### config.mk
export PLATFORM = sky130hd
export DESIGN_NAME = skip_suppress_unit
export DESIGN_NICKNAME = d
export VERILOG_FILES = /design/src/rtl/skp_pkg.sv /design/src/rtl/skp_bit_pick.sv /design/src/rtl/skp_func_eval.sv /design/src/rtl/skp_pred_state.sv /design/src/rtl/skip_suppress_unit.sv
export SDC_FILE = /design/constraint.sdc
export NUM_CORES = 1
export LEC_CHECK = 0
export ABC_AREA = 0
export BUFFER_PORTS_ARGS = -buffer_cell sky130_fd_sc_hd__buf_2
export CAP_MARGIN = 40
export CORE_MARGIN = 2
export CORE_UTILIZATION = 49
export CTS_CLUSTER_DIAMETER = 30
export CTS_CLUSTER_SIZE = 28
export DETAILED_ROUTE_END_ITERATION = 10
export PLACE_DENSITY = 0.85
export SLEW_MARGIN = 20
export SYNTH_ARGS = -nofsm -noshare
export SYNTH_HDL_FRONTEND = slang
export SYNTH_SLANG_ARGS = --single-unit
### constraint.sdc
create_clock -name clk -period 5.3 [get_ports clk]
set_input_delay 1.06 -clock clk [delete_from_list [all_inputs] [get_ports clk]]
set_output_delay 1.06 -clock clk [all_outputs]
set_load 0.05 [all_outputs]
### src/rtl/skp_pkg.sv
package skp_pkg;

  localparam int FUNC_W = 3;

  typedef enum logic [FUNC_W-1:0] {
    SKP_AND  = 3'd0,
    SKP_ANDN = 3'd1,
    SKP_NOR  = 3'd2,
    SKP_OR   = 3'd3,
    SKP_ORN  = 3'd4,
    SKP_NAND = 3'd5,
    SKP_EQV  = 3'd6,
    SKP_XOR  = 3'd7
  } skp_func_e;

  typedef struct packed {
    logic active;
    logic value;
  } skp_pred_t;

endpackage

### src/rtl/skp_bit_pick.sv
module skp_bit_pick #(
  parameter int COND_W = 32,
  parameter int IDX_W  = $clog2(COND_W)
) (
  input  logic [COND_W-1:0] cond_i,
  input  logic [IDX_W-1:0]  idx_i,
  output logic              bit_o
);

  logic [COND_W-1:0] hit;

  // One-hot match per bit position, then an OR tree.
  for (genvar i = 0; i < COND_W; i++) begin : g_hit
    assign hit[i] = (idx_i == IDX_W'(i)) & cond_i[i];
  end

  assign bit_o = |hit;

endmodule

### src/rtl/skp_func_eval.sv
module skp_func_eval
  import skp_pkg::*;
(
  input  logic [FUNC_W-1:0] func_i,
  input  logic              a_i,
  input  logic              b_i,
  output logic              y_o
);

  always_comb begin
    unique case (skp_func_e'(func_i))
      SKP_AND:  y_o = a_i & b_i;
      SKP_ANDN: y_o = a_i & ~b_i;
      SKP_NOR:  y_o = ~(a_i | b_i);
      SKP_OR:   y_o = a_i | b_i;
      SKP_ORN:  y_o = a_i | ~b_i;
      SKP_NAND: y_o = ~(a_i & b_i);
      SKP_EQV:  y_o = ~(a_i ^ b_i);
      SKP_XOR:  y_o = a_i ^ b_i;
      default:  y_o = 1'b0;
    endcase
  end

endmodule

### src/rtl/skp_pred_state.sv
module skp_pred_state
  import skp_pkg::*;
(
  input  logic      clk,
  input  logic      rst,
  input  logic      set_i,
  input  logic      set_val_i,
  input  logic      clr_i,
  output skp_pred_t pred_o
);

  skp_pred_t pred_q;

  always_ff @(posedge clk) begin
    if (rst) begin
      pred_q <= '0;
    end else if (set_i) begin
      pred_q.active <= 1'b1;
      pred_q.value  <= set_val_i;
    end else if (clr_i) begin
      pred_q.active <= 1'b0;
      pred_q.value  <= 1'b0;
    end
  end

  assign pred_o = pred_q;

endmodule

### src/rtl/skip_suppress_unit.sv
module skip_suppress_unit
  import skp_pkg::*;
#(
  parameter int COND_W = 32,
  parameter int IDX_W  = $clog2(COND_W)
) (
  input  logic              clk,
  input  logic              rst,
  input  logic [COND_W-1:0] cond_bits,
  input  logic              set_valid,
  input  logic [FUNC_W-1:0] set_func,
  input  logic [IDX_W-1:0]  set_idx_a,
  input  logic [IDX_W-1:0]  set_idx_b,
  input  logic              clr_valid,
  input  logic              ins_valid,
  input  logic              ins_skip,
  output logic              commit_valid,
  output logic              commit_en
);

  localparam int NOPS = 2;

  logic [NOPS-1:0]  op_bit;
  logic [IDX_W-1:0] op_idx [NOPS];
  logic             pred_new;
  skp_pred_t        pred;
  logic             cancel;
  logic             valid_q;
  logic             en_q;

  assign op_idx[0] = set_idx_a;
  assign op_idx[1] = set_idx_b;

  for (genvar k = 0; k < NOPS; k++) begin : g_op
    skp_bit_pick #(.COND_W(COND_W), .IDX_W(IDX_W)) u_pick (
      .cond_i (cond_bits),
      .idx_i  (op_idx[k]),
      .bit_o  (op_bit[k])
    );
  end

  skp_func_eval u_eval (
    .func_i (set_func),
    .a_i    (op_bit[0]),
    .b_i    (op_bit[1]),
    .y_o    (pred_new)
  );

  skp_pred_state u_state (
    .clk       (clk),
    .rst       (rst),
    .set_i     (set_valid),
    .set_val_i (pred_new),
    .clr_i     (clr_valid),
    .pred_o    (pred)
  );

  // The instruction sees the predicate state held before this edge.
  assign cancel = ins_skip & pred.active & pred.value;

  always_ff @(posedge clk) begin
    if (rst) begin
      valid_q <= 1'b0;
      en_q    <= 1'b0;
    end else begin
      valid_q <= ins_valid;
      en_q    <= ins_valid & ~cancel;
    end
  end

  assign commit_valid = valid_q;
  assign commit_en    = en_q;

endmodule

==> metrics.yaml <==
status:
  status: "complete, no violations"
placement:
  portBuffers: 52
  gp_congestion: 0.8989
  dp_hpwl_um: 2346
  dpl-instance-area_um2: 1247
  dpl.cell_count: 199
timing:
  slew-limit-headroom_pct: 71.87
  hold_viol: 0
  fin_crit_ps: 3381
  fmax_mhz: 295.8
  setup_viol_count_final: 0
  slew_violations: 0
  tightest_slew_ps: 418.4
  final.period_utilization_pct: 63.79
  rsz0062_at_grt: "no"
  skew_ps: 0.6910
  setup_tns_ps: 0
global_route:
  busiest_layer: "met2"
  grt_pass1_vias: 1135
  use_met1_pct: 28.34
  antenna_found_initial: 0
  use_met2_pct: 45.39
  grt_max_degree: 20
  grtUsageTotal_pct: 24.14
  grt_pass1_wl_um: 4802
  grt_overflow: 0
  grt_util_met3_pct: 3.333
critical_path:
  crit_required_ps: 5420
  cp-end-kind: "register"
  cp.arrival_ps: 3500
  path_common_cell: "a21oi_1"
  path_delay_family: "multiplexers"
  crit_fanout: 17
  path_cells: "buf_2 -> mux2i_1 -> o21ai_0 -> a221oi_2 -> a21oi_1 -> o31a_1 -> ha_1 -> mux2_1 -> mux4_2 -> a21oi_1 -> nor2_1"
  cp_slowest_stage_delay_ps: 450
  cp_num_buf_inv: 1
  worstSetupPathType: "in -> reg"
  start_kind: "input port"
  slowest_stage: "mux4_2"
clock_network:
  post-cts-setup-buffers: 0
  cts_sinks: 4
  tritoncts: "yes"
  numCtsBuffers: 3
  cts_max_path_buffers: 2
  cts_root_buf: "clkbuf_4"
  cts_resized: 0
  cts_max_level: 1
  clock_latency_ps: 230
  postCtsHoldBufs: 0
  clk_pin_slew_ps: 40
yosys:
  syn_nets: 187
  syn_area_um2: 1036
  synth-seq-cells: 4
  ys.flop_type: "dfxtp_1"
  yosysUniqueCellTypes: 48
  async_reset_ff_share_pct: 0
  synthCells: 132
  synth_seq_area_share_pct: 7.729
  ys_warn_count: 0
  synth-edff-count: 0
  postSynthAreaPerCell_um2: 7.848
final_layout:
  num-nets-final: 232
  fin_util_pct: 64.08
  fin_cells: 202
  fillers: 181
  stdcell_area_um2: 1270
  diodes: 0
  synthToLayoutAreaGrowth_pct: 22.58
  final_common_cell: "buf_2"
  layout_common_cells: "buf_2 (52), mux2i_1 (14), nand3b_1 (8), nor2_1 (7), a21oi_1 (7)"
  drive_gt1_share_pct: 33.71
power_and_ir_drop:
  vdd_drop_max_v: 0.00008454
  power_uw: 168.4
  p_per_area_nw_per_um2: 132.6
  p_leak_nw: 0.5886
drt:
  drc: 0
  vias: 1220
  first_pass_iters: 4
  ant_nets: 0
  post_drt_wl_per_cell_um: 14.64
  wl_um: 2957
  initialDrtViolationCount: 33
  via_per_inst: 6.040
floorplanning:
  dieArea_um2: 2498
  start_util_pct: 52.27
  fp.coreArea_um2: 1982
  die_h_um: 49.98
  die_w_um: 49.98
  rows: 16
  num_io_pins: 53
job:
  maxCapViolCount: 0
hold_path:
  min_path_type: "reg -> reg"
==> stage by stage <==
stage | setup WS (ps) | hold slack [ps]
6_report | 1919 | 499.1
5_1_grt | 1775 | 525.5
4_1_cts | 1946 | 490.3
3_5_place_dp | 1710 | 482.1
3_3_place_gp | 1767 | 467.1
2_1_floorplan | 2073 | 450.7
==> synth_stat cells, types with 3 or more instances <==
library cell  instances  area share, %
nor3b_1               5            3.6
buf_4                 4            2.9
dfxtp_1               4            7.7
nor2_1                7            2.5
buf_2                 6            2.9
o21ai_0               6            2.9
ha_1                  4            4.8
mux2i_1              14             14
mux2_1                3            3.3
nand2_1               4            1.4
a22oi_1               3            2.2
nand3b_1              8            5.8
nand3_1               4            1.9
o31a_1                3            2.5
inv_1                 3            1.1
o31ai_1               3            2.2
nor2b_1               6            3.6
a21oi_1               7            3.4
==> power breakdown <==
group          leakage, nW  switching [mW]  internal, mW
sequential          0.0333        0.000841        0.0325
clock               0.0138          0.0118        0.0253
combinational        0.542          0.0514        0.0466
==> registers in the layout, summed over array words and instances, names as in the netlist <==
| name | flops |
|---|---|
| commit_en | 1 |
| u_state.pred_o | 2 |
| commit_valid | 1 |
==> final cells by class <==
class | instances | area (µm²) | share of cell area, %
Clock buffer | 3 | 22.52 | 1.773
Tap cell | 27 | 33.78 | 2.660
Timing Repair Buffer | 52 | 260.3 | 20.49
Inverter | 3 | 11.26 | 0.8867
Sequential cell | 4 | 80.08 | 6.305
Multi-Input combinational cell | 113 | 862.1 | 67.88
==> cell families (layout without fill, tap and decap cells) <==
group / Yosys count / in the layout / synth area share (%)
multiplexers: 18 / 18 / 18.96
adder cells (fa/ha/maj): 4 / 4 / 4.831
XOR/XNOR: 2 / 2 / 1.691
flip-flops: 4 / 4 / 7.730
buffers and inverters: 15 / 58 / 9.058
AND/OR/NAND/NOR: 50 / 50 / 30.32
AO/OA/AOI/OAI: 39 / 39 / 27.42
==> worst register-to-register path: stages (launching register included) <==
cell and delay (ps):
dfxtp_1 330, nor3b_1 180, a21oi_1 60, nor2_1 100
==> worst paths after layout <==
kind / startpoint / end / slack, ps / depth (start not counted)
worst max-delay path: set_idx_a[2] / u_state.pred_o[0]$_SDFFE_PP0P_ / 1920 / 11
worst min-delay path: u_state.pred_o[1]$_SDFFE_PP0P_ / u_state.pred_o[1]$_SDFFE_PP0P_ / 500 / 2
worst max register to register: u_state.pred_o[0]$_SDFFE_PP0P_ / u_state.pred_o[0]$_SDFFE_PP0P_ / 4570 / 3
worst min register to register: u_state.pred_o[1]$_SDFFE_PP0P_ / u_state.pred_o[1]$_SDFFE_PP0P_ / 500 / 2
==> layer usage <==
layer,up-vias,routed length (µm)
li1,605,-
met1,566,1235
met2,49,1559
met3,0,162
met4,0,0
met5,-,0
Note: power is estimated with default switching activity, not from simulation.
